--- src/rtl/pbuf_cursor_pkg.sv ---
package pbuf_cursor_pkg;

  localparam logic [7:0] CMD_PAGE_READ  = 8'h00;
  localparam logic [7:0] CMD_READ_HALF  = 8'h01;
  localparam logic [7:0] CMD_READ_SPARE = 8'h50;

  typedef enum logic [1:0] {
    START_MAIN  = 2'd0,
    START_HALF  = 2'd1,
    START_SPARE = 2'd2
  } startSel_e;

  // strobes from the control to the datapath
  typedef struct packed {
    logic      loadCursor;
    startSel_e startSel;
    logic      stepCursor;
    logic      phaseSet;
    logic      phaseClr;
    logic      fetch;
    logic      retErr;
    logic      retHigh;
    logic      retWide;
  } cursorStrb_t;

endpackage

--- src/rtl/pbuf_cursor_ctrl.sv ---
module pbuf_cursor_ctrl
  import pbuf_cursor_pkg::*;
(
  input  logic        cmdValid,
  input  logic [7:0]  cmdCode,
  input  logic        nextReq,
  input  logic        wideMode,
  input  logic        pastEnd,
  input  logic        phaseHigh,
  output cursorStrb_t strb,
  output logic [7:0]  fwdCode
);

  always_comb begin
    strb = '0;
    strb.startSel = START_MAIN;
    fwdCode = cmdCode;
    if (cmdValid) begin
      strb.loadCursor = 1'b1;
      strb.phaseClr   = 1'b1;
      unique case (cmdCode)
        CMD_READ_SPARE: begin
          strb.startSel = START_SPARE;
          fwdCode = CMD_PAGE_READ;
        end
        CMD_READ_HALF: begin
          strb.startSel = START_HALF;
          fwdCode = CMD_PAGE_READ;
        end
        default: strb.startSel = START_MAIN;
      endcase
    end else if (nextReq) begin
      if (pastEnd) begin
        strb.retErr   = 1'b1;
        strb.phaseClr = 1'b1;
      end else begin
        strb.fetch = 1'b1;
        if (wideMode) begin
          strb.retWide    = 1'b1;
          strb.stepCursor = 1'b1;
          strb.phaseClr   = 1'b1;
        end else if (phaseHigh) begin
          strb.retHigh    = 1'b1;
          strb.stepCursor = 1'b1;
          strb.phaseClr   = 1'b1;
        end else begin
          strb.phaseSet = 1'b1;
        end
      end
    end
  end

endmodule

--- src/rtl/pbuf_cursor_dp.sv ---
module pbuf_cursor_dp
  import pbuf_cursor_pkg::*;
#(
  parameter int ADDR_W     = 9,
  parameter int HALF_OFF   = 128,
  parameter int SPARE_BASE = 256,
  parameter int LAST_ADDR  = 263
) (
  input  logic              clk,
  input  logic              rst,
  input  cursorStrb_t       strb,
  input  logic [7:0]        fwdCode,
  input  logic [15:0]       bufRdData,
  output logic              pastEnd,
  output logic              phaseHigh,
  output logic [ADDR_W-1:0] cursor,
  output logic              cmdFwdValid,
  output logic [7:0]        cmdFwdCode,
  output logic              bufRdEn,
  output logic [ADDR_W-1:0] bufRdAddr,
  output logic              dataValid,
  output logic [15:0]       dataOut,
  output logic              overrun
);

  localparam logic [ADDR_W-1:0] HALF_ADDR  = ADDR_W'(HALF_OFF);
  localparam logic [ADDR_W-1:0] SPARE_ADDR = ADDR_W'(SPARE_BASE);
  localparam logic [ADDR_W-1:0] LAST       = ADDR_W'(LAST_ADDR);

  logic [ADDR_W-1:0] startVal;
  logic rspValid, rspErr, rspHigh, rspWide;

  always_comb begin
    unique case (strb.startSel)
      START_HALF:  startVal = HALF_ADDR;
      START_SPARE: startVal = SPARE_ADDR;
      default:     startVal = '0;
    endcase
  end

  assign pastEnd   = (cursor > LAST);
  assign bufRdEn   = strb.fetch;
  assign bufRdAddr = cursor;

  always_ff @(posedge clk) begin
    if (rst) begin
      cursor      <= '0;
      phaseHigh   <= 1'b0;
      cmdFwdValid <= 1'b0;
      cmdFwdCode  <= '0;
      rspValid    <= 1'b0;
      rspErr      <= 1'b0;
      rspHigh     <= 1'b0;
      rspWide     <= 1'b0;
    end else begin
      cmdFwdValid <= strb.loadCursor;
      if (strb.loadCursor) cmdFwdCode <= fwdCode;
      if (strb.loadCursor)      cursor <= startVal;
      else if (strb.stepCursor) cursor <= cursor + 1'b1;
      if (strb.phaseClr)      phaseHigh <= 1'b0;
      else if (strb.phaseSet) phaseHigh <= 1'b1;
      rspValid <= strb.fetch | strb.retErr;
      rspErr   <= strb.retErr;
      rspHigh  <= strb.retHigh;
      rspWide  <= strb.retWide;
    end
  end

  always_comb begin
    if (!rspValid || rspErr) dataOut = '0;
    else if (rspWide)        dataOut = bufRdData;
    else if (rspHigh)        dataOut = {8'h00, bufRdData[15:8]};
    else                     dataOut = {8'h00, bufRdData[7:0]};
  end

  assign dataValid = rspValid;
  assign overrun   = rspValid & rspErr;

endmodule

--- src/rtl/pbuf_read_cursor.sv ---
module pbuf_read_cursor
  import pbuf_cursor_pkg::*;
#(
  parameter int PAGE_BYTES  = 512,
  parameter int SPARE_BYTES = 16,
  parameter int SPARE_BASE  = PAGE_BYTES / 2,
  localparam int HALF_OFF   = PAGE_BYTES / 4,
  localparam int LAST_ADDR  = SPARE_BASE + SPARE_BYTES / 2 - 1,
  localparam int ADDR_W     = $clog2(LAST_ADDR + 2)
) (
  input  logic              clk,
  input  logic              rst,
  input  logic              cmdValid,
  input  logic [7:0]        cmdCode,
  input  logic              nextReq,
  input  logic              wideMode,
  input  logic [15:0]       bufRdData,
  output logic              cmdFwdValid,
  output logic [7:0]        cmdFwdCode,
  output logic              bufRdEn,
  output logic [ADDR_W-1:0] bufRdAddr,
  output logic              dataValid,
  output logic [15:0]       dataOut,
  output logic              overrun
);

  cursorStrb_t       strb;
  logic [7:0]        fwdCode;
  logic              pastEnd;
  logic              phaseNow;
  logic [ADDR_W-1:0] cursorNow;

  pbuf_cursor_ctrl u_ctrl (
    .cmdValid (cmdValid),
    .cmdCode  (cmdCode),
    .nextReq  (nextReq),
    .wideMode (wideMode),
    .pastEnd  (pastEnd),
    .phaseHigh(phaseNow),
    .strb     (strb),
    .fwdCode  (fwdCode)
  );

  pbuf_cursor_dp #(
    .ADDR_W    (ADDR_W),
    .HALF_OFF  (HALF_OFF),
    .SPARE_BASE(SPARE_BASE),
    .LAST_ADDR (LAST_ADDR)
  ) u_dp (
    .clk        (clk),
    .rst        (rst),
    .strb       (strb),
    .fwdCode    (fwdCode),
    .bufRdData  (bufRdData),
    .pastEnd    (pastEnd),
    .phaseHigh  (phaseNow),
    .cursor     (cursorNow),
    .cmdFwdValid(cmdFwdValid),
    .cmdFwdCode (cmdFwdCode),
    .bufRdEn    (bufRdEn),
    .bufRdAddr  (bufRdAddr),
    .dataValid  (dataValid),
    .dataOut    (dataOut),
    .overrun    (overrun)
  );

endmodule

--- config.mk ---
export PLATFORM = sky130hd
export DESIGN_NAME = pbuf_read_cursor
export DESIGN_NICKNAME = d
export VERILOG_FILES = /design/src/rtl/pbuf_cursor_pkg.sv /design/src/rtl/pbuf_cursor_ctrl.sv /design/src/rtl/pbuf_cursor_dp.sv /design/src/rtl/pbuf_read_cursor.sv
export SDC_FILE = /design/constraint.sdc
export NUM_CORES = 1
export LEC_CHECK = 0
export ABC_AREA = 1
export ABC_CLOCK_PERIOD_IN_PS = 2500
export BUFFER_PORTS_ARGS = -buffer_cell sky130_fd_sc_hd__buf_2
export CORE_MARGIN = 3
export CORE_UTILIZATION = 51
export CTS_BUF_LIST = sky130_fd_sc_hd__clkbuf_4
export CTS_CLUSTER_SIZE = 25
export DETAILED_ROUTE_END_ITERATION = 12
export HOLD_SLACK_MARGIN = 0.15
export PLACE_DENSITY = 0.95
export SYNTH_ARGS = -nofsm -noshare
export SYNTH_HDL_FRONTEND = slang
export SYNTH_SLANG_ARGS = --single-unit
--- constraint.sdc ---
create_clock -name clk -period 2.5 [get_ports clk]
set_clock_uncertainty 0.1 [all_clocks]
set_input_delay 0.125 -clock clk [delete_from_list [all_inputs] [get_ports clk]]
set_output_delay 0.125 -clock clk [all_outputs]
set_load 0.02 [all_outputs]
==> results of run 1 <==
==> routing by layer <==
layer	global-route usage, %	up-vias	part of all wire, %	wire length, µm
met2	45.0	68	53	1990
met1	26.0	732	39	1470
met5	0	-	0	0
met4	5.63	0	0.90	34
li1	-	827	-	-
met3	5.43	6	7.1	268
==> power by group through the flow <==
stage	Clock, W	Combinational (W)	Sequential [W]
final	0.000181	0.000139	0.000386
after CTS	0.000185	0.000136	0.000385
after detailed placement	0	0.000120	0.000393
after global routing	0.000201	0.000152	0.000387
after floorplan	0	0.0000601	0.000406
after global placement	0	0.000117	0.000393
==> state kept, by name (all words and copies together) (netlist names) <==
| register | cells |
|---|---|
| u_dp.bufRdAddr | 9 |
| u_dp.cmdFwdCode | 8 |
| u_dp.cmdFwdValid | 1 |
| u_dp.dataValid | 1 |
| u_dp.phaseHigh | 1 |
| u_dp.rspErr | 1 |
| u_dp.rspHigh | 1 |
| u_dp.rspWide | 1 |
==> worst paths after layout <==
path,start,endpoint,slack [ps],depth (start not counted)
worst max-delay path,u_dp.bufRdAddr[1],u_dp.bufRdAddr[8],480,10
worst min-delay path,u_dp.cmdFwdCode[4],u_dp.cmdFwdCode[4],370,2
worst max register to register,u_dp.bufRdAddr[1],u_dp.bufRdAddr[8],480,10
worst min register to register,u_dp.cmdFwdCode[4],u_dp.cmdFwdCode[4],370,2
==> kinds of logic after synthesis <==
| group | after synthesis | synth area share [%] |
|---|---|---|
| buffers and inverters | 37 | 11.5 |
| adders and majority gates | 1 | 0.922 |
| and+or+nand+nor | 126 | 42.9 |
| DFF | 23 | 33.9 |
| AOI/OAI and AO/OA | 26 | 10.7 |
==> Yosys cell counts (all sizes together) <==
| master | count |
|---|---|
| clkinv | 1 |
| inv | 31 |
| buf | 4 |
| a22o | 1 |
| nor2 | 42 |
| ha | 1 |
| dfxtp | 23 |
| a21oi | 10 |
| o21ai | 15 |
| nand2 | 55 |
| nor3b | 1 |
| clkbuf | 1 |
| nand4 | 6 |
| nand3 | 16 |
| nor3 | 6 |
==> area by class of cell <==
type	instances	area, µm²
fill	214	636
clock buffer	4	30.0
multi-input combinational	153	741
sequential	23	460
timing repair buffer	80	475
inverter	32	120
tap	30	37.5
==> layout by cell type, fill, tap and decap left out <==
cell type      Yosys  routed
inv_2              1       1
clkbuf_4           0       4
nand2_2            4       4
dlygate4sd3_1      0      15
a21oi_2            3       3
nor3b_1            1       1
nor2_1            39      39
buf_2              2      65
o21ai_0           15      15
nand3_2            1       1
nand3_1           15      15
nand4_1            6       6
nand2_1           48      48
ha_1               1       1
nand2_8            1       1
nor2_2             1       1
nand2_4            2       2
clkinv_1           1       1
a22o_1             1       1
a21oi_1            7       7
nor2_4             2       2
dfxtp_1           23      23
inv_1             30      30
nor3_1             6       6
==> stage by stage <==
stage                     setup slack, ps  utilization, %
after global placement               1020            67.4
after floorplan                       994               -
final                                 478            74.6
after CTS                             515            74.6
after global routing                  307            74.6
after detailed placement              944            67.4
==> tightest hold or removal path, cell delays in order (launching register included) <==
cell and delay, ps:
dfxtp_1 330, nand2_1 60, nand2_1 50
==> what timing repair did <==
item,CTS,global route
endpoints found under the hold margin,20,0
buffers inserted,0,0
hold buffers,15,0
==> results.md, run 1 <==
- Status: completed
- WL/cell: 11.7 µm
- Ant. Diodes: 0
- Post-placement cell count: 303
- Yosys cell types: 24
- Max-slew violation count: 0
- DRT Pass-1 Iters: 4
- Period utilisation layout: 80.9%
- Internal power: 0.000508 W
- Via Count: 1,633
- Root Driver: clkbuf_4
- CTS clk-pin slew, worst paths: 120 ps
- Tot GR Track Use: 23.6%
- Period minus WS final: 2020 ps
- Mapped Area: 1360 µm²
- Longest Clk Path Bufs: 2
- Net Sw Frac: 28.1%
- Top delay family on crit path: buffers and inverters
- CP endpoint kind: flop
- DRT iter0 DRCs: 57
- Total grt overflow: 0
- # IOs: 66
- Syn Inst Count: 213
- Seq pwr share: 54.6%
- Share of the synthesized area in the top cell type: 33.9%
- Syn Area/Cell: 6.37 µm²
- Largest vdd supply drop: 0.401 mV
- # setup viols final: 0
- Worst Hold Class: flop to flop
- Placed cell area: 1680 µm²
- Post-CTS sizing: 0
- Largest area contributor in the netlist: dfxtp_1
- Synth Net Count: 243
- Die area: 3320 µm²
- Final hold vios: 0
- Die W: 57.6 µm
- Number of global-route vias before repair: 1,518
- DRC: 0
- Clk_lat worst skew: 310 ps
- Initial core utilization: 54.3%
- Die H: 57.6 µm
- CTS Sinks: 23
- Synth-to-Final Area Change: 37.3%
- Static leakage: 0.974 nW
- Synth area leaders: dfxtp_1 (34%), nand2_1 (13%), nor2_1 (11%)
- WL final: 3.77 mm
- Setup_tns: 0 ps
- Core area: 2500 µm²
- CP Max Fanout: 10
- CP required: 2660 ps
- ANT nets after route: 0
- Synth Register Bits: 23
- Final Cell Area: 1860 µm²
- Crit-path cells: ha_1 > inv_1 > nand2_1 > nand2_2 > nand2_4 > nand2_8 > nand2_4 > nand2_2 > a21oi_2 > dlygate4sd3_1
- WS Path Type: flop to flop
- H-tree depth: 1
- Critical path launch point type: flop
- CP bufs+invs: 2
- Finished Layout Cells: 322
- Worst path slowest cell: dlygate4sd3_1
- CP arrival: 2180 ps
- Row count: 18
- Max-Cap Viols: 0
- Delay of the slowest cell on the worst path: 550 ps
- TritonCTS buffer count: 3
- Clock power share: 25.7%
- Antenna violations before repair: 0
- Global-route wire length before repair: 6.29 mm
- Nets: 323
- RD Place Congestion: 0.810
- CTS tree: yes
- Seq/Total Area, Yosys: 33.9%
- RSZ-0062 raised after global routing: false
- Max-slew headroom: 51.9%
- Sw power: 0.000198 W
- Largest net degree at the start of global routing: 15
- Drt via density: 5.07
- Pwr dens: 379 nW/µm²
- Synth warn: 0
- Worst hold slack: 366 ps
- Post-route total power: 0.000706 W
- # port buffers: 65
- Worst Tran Pin Value: 719 ps
- F_max: 495 MHz
- Gate power share: 19.7%
- Ratio of cells with drive above 1 in the final layout: 28.8%
- Post-DP HPWL: 2.69 mm
(Power assumes the default switching activity.)
==> run 2, diff against run 1 <==
--- a/config.mk
+++ b/config.mk
@@ -6,15 +6,15 @@
 export NUM_CORES = 1
 export LEC_CHECK = 0
 export ABC_AREA = 1
-export ABC_CLOCK_PERIOD_IN_PS = 2500
+export ABC_CLOCK_PERIOD_IN_PS = 1800
 export BUFFER_PORTS_ARGS = -buffer_cell sky130_fd_sc_hd__buf_2
 export CORE_MARGIN = 3
-export CORE_UTILIZATION = 51
+export CORE_UTILIZATION = 43
 export CTS_BUF_LIST = sky130_fd_sc_hd__clkbuf_4
 export CTS_CLUSTER_SIZE = 25
 export DETAILED_ROUTE_END_ITERATION = 12
 export HOLD_SLACK_MARGIN = 0.15
-export PLACE_DENSITY = 0.95
+export PLACE_DENSITY = 0.87
 export SYNTH_ARGS = -nofsm -noshare
 export SYNTH_HDL_FRONTEND = slang
 export SYNTH_SLANG_ARGS = --single-unit
==> constraint.sdc (replaced) <==
create_clock -name clk -period 1.8 [get_ports clk]
set_clock_uncertainty 0.1 [all_clocks]
set_input_delay 0.09 -clock clk [delete_from_list [all_inputs] [get_ports clk]]
set_output_delay 0.09 -clock clk [all_outputs]
set_load 0.02 [all_outputs]
==> results.md, run 2 (same netlist as run 1, synthesis figures left out) <==
- Status: completed
- Die W: 62.2 µm (+8.0%)
- Final hold vios: 0 (unchanged)
- CTS Sinks: 23 (unchanged)
- Number of global-route vias before repair: 1,509 (-0.59%)
- Core area: 2880 µm² (+15%)
- Final Util: 67.6% (-7.0 points)
- Max-slew violation count: 0 (unchanged)
- Worst Tran Pin Value: 531 ps (-188 ps)
- CP Max Fanout: 11 (+1)
- Initial core utilization: 47.2% (-7.1 points)
- TritonCTS buffer count: 3 (unchanged)
- ANT nets after route: 0 (unchanged)
- WS Path Type: flop to primary output
- Worst Hold Class: primary input to flop
- Total grt overflow: 0 (unchanged)
- Longest Clk Path Bufs: 2 (unchanged)
- Max-slew headroom: 64.5% (+13 points)
- Nets: 328 (+1.5%)
- CP endpoint kind: primary output
- Setup_tns: 0 ps (unchanged)
- Most common cell after layout, fill and taps aside: buf_2
- Ant. Diodes: 0 (unchanged)
- Via Count: 1,630 (-0.18%)
- Multi-input combinational cell area: 768 µm² (+3.7%)
- RD Place Congestion: 0.827 (+2.1%)
- Synth-to-Final Area Change: 43.2%
- WL final: 3.75 mm (-0.64%)
- Clk_lat worst skew: 310 ps (about the same)
- DRC: 0 (unchanged)
- RSZ-0062 raised after global routing: false
- F_max: 607 MHz
- Most frequent cells in the layout: buf_2 (65), nand2_1 (47), nor2_1 (37), inv_1 (29), dfxtp_1 (19)
- # port buffers: 65 (unchanged)
- Max-Cap Viols: 0 (unchanged)
- Tot GR Track Use: 19.2% (-4.4 points)
- DRT iter0 DRCs: 85 (+49%)
- Row count: 19 (+1)
- DRT Pass-1 Iters: 7 (+3)
- Flip-flop count of the largest register after layout: 9 (unchanged)
- # IOs: 66 (unchanged)
- Largest vdd supply drop: 0.495 mV (+24%)
- Fillcell total: 261 (+22%)
- Die H: 62.2 µm (+8.0%)
- Drt via density: 4.81 (-5.2%)
- Root Driver: clkbuf_4
- Period utilisation layout: 91.5%
- Global-route wire length before repair: 6.33 mm (+0.78%)
- Period minus WS final: 1650 ps
- Largest net degree at the start of global routing: 15 (unchanged)
- CP arrival: 1460 ps (-720 ps)
- Worst hold slack: 277 ps (-88.7 ps)
- CTS tree: yes
- Die area: 3870 µm² (+17%)
- H-tree depth: 1 (unchanged)
- WL/cell: 11.1 µm (-5.6%)
- Critical path launch point type: flop
- # setup viols final: 0 (unchanged)
- Static leakage: 0.996 nW (+2.2%)
- Pwr dens: 511 nW/µm² (+35%)
- Storage element area: 465 µm² (+1.1%)
- CP required: 1610 ps (-1050 ps)
- Ratio of cells with drive above 1 in the final layout: 34.0% (+5.2 points)
- CTS clk-pin slew, worst paths: 130 ps (about the same)
- Post-DP HPWL: 2.69 mm (about the same)
- Antenna violations before repair: 0 (unchanged)
[run 2: cell types whose count changed in the layout (fill, tap and decap cells not counted), moves of 2 or more]
cell           change
nor2_1             -2
dfxtp_2            +4
nor2_4             +2
buf_4              +7
dlygate4sd3_1      -2
dfxtp_1            -4
[run 2: worst max-delay path, cell delays in order (launching register included)]
cell and delay, ps:
dfxtp_1 420, nor2_4 230, o21ai_0 100, a21oi_1 180, buf_2 210
[run 2: timing repair]
action,CTS,global route
pin swaps,0,4
setup buffers,0,6
hold buffers,15,0
endpoints found under the setup margin,8,19
endpoints found under the hold margin,20,0
gates resized for setup,1,11
[run 2: through the flow]
stage | cell area, µm² | total power [W] | instances | setup slack, ps
final | 1940 | 0.000994 | 339 | 152
after global routing | 1940 | 0.00104 | 339 | 28.4
after CTS | 1890 | 0.000994 | 335 | 14.7
after detailed placement | 1710 | 0.000714 | 316 | 257
after global placement | 1710 | 0.000712 | 316 | 348
after floorplan | 1360 | 0.000647 | 213 | 294
[run 2: cell type report]
class                      count  area share (%)
clock buffer                   4            1.54
sequential                    23            23.9
timing repair buffer          85            26.1
tap                           42            2.70
inverter                      32            6.18
multi-input combinational    153            39.5
[run 2: final timing paths]
path / start / cells after the start / to / slack, ps
worst max register to register: u_dp.bufRdAddr[0] / 10 / u_dp.bufRdAddr[6] / 310
worst min register to register: u_dp.cmdFwdCode[0] / 2 / u_dp.cmdFwdCode[0] / 360
worst max-delay path: u_dp.rspWide / 4 / dataOut[7] / 150
worst min-delay path: cmdValid / 4 / u_dp.bufRdAddr[3] / 280
[run 2: power breakdown]
part	total [W]	internal, W	leakage [nW]	switching (W)
Clock	0.000261	0.000102	0.0184	0.000160
Combinational	0.000197	0.0000813	0.788	0.000116
Sequential	0.000536	0.000525	0.190	0.0000105
[run 2: layer usage]
metal	part of all wire [%]	track usage (%)	vias to the layer above
met5	0	0	-
met2	52	36.3	54
met1	41	21.9	721
met3	5.1	2.52	8
met4	2.1	6.91	0
li1	-	-	847
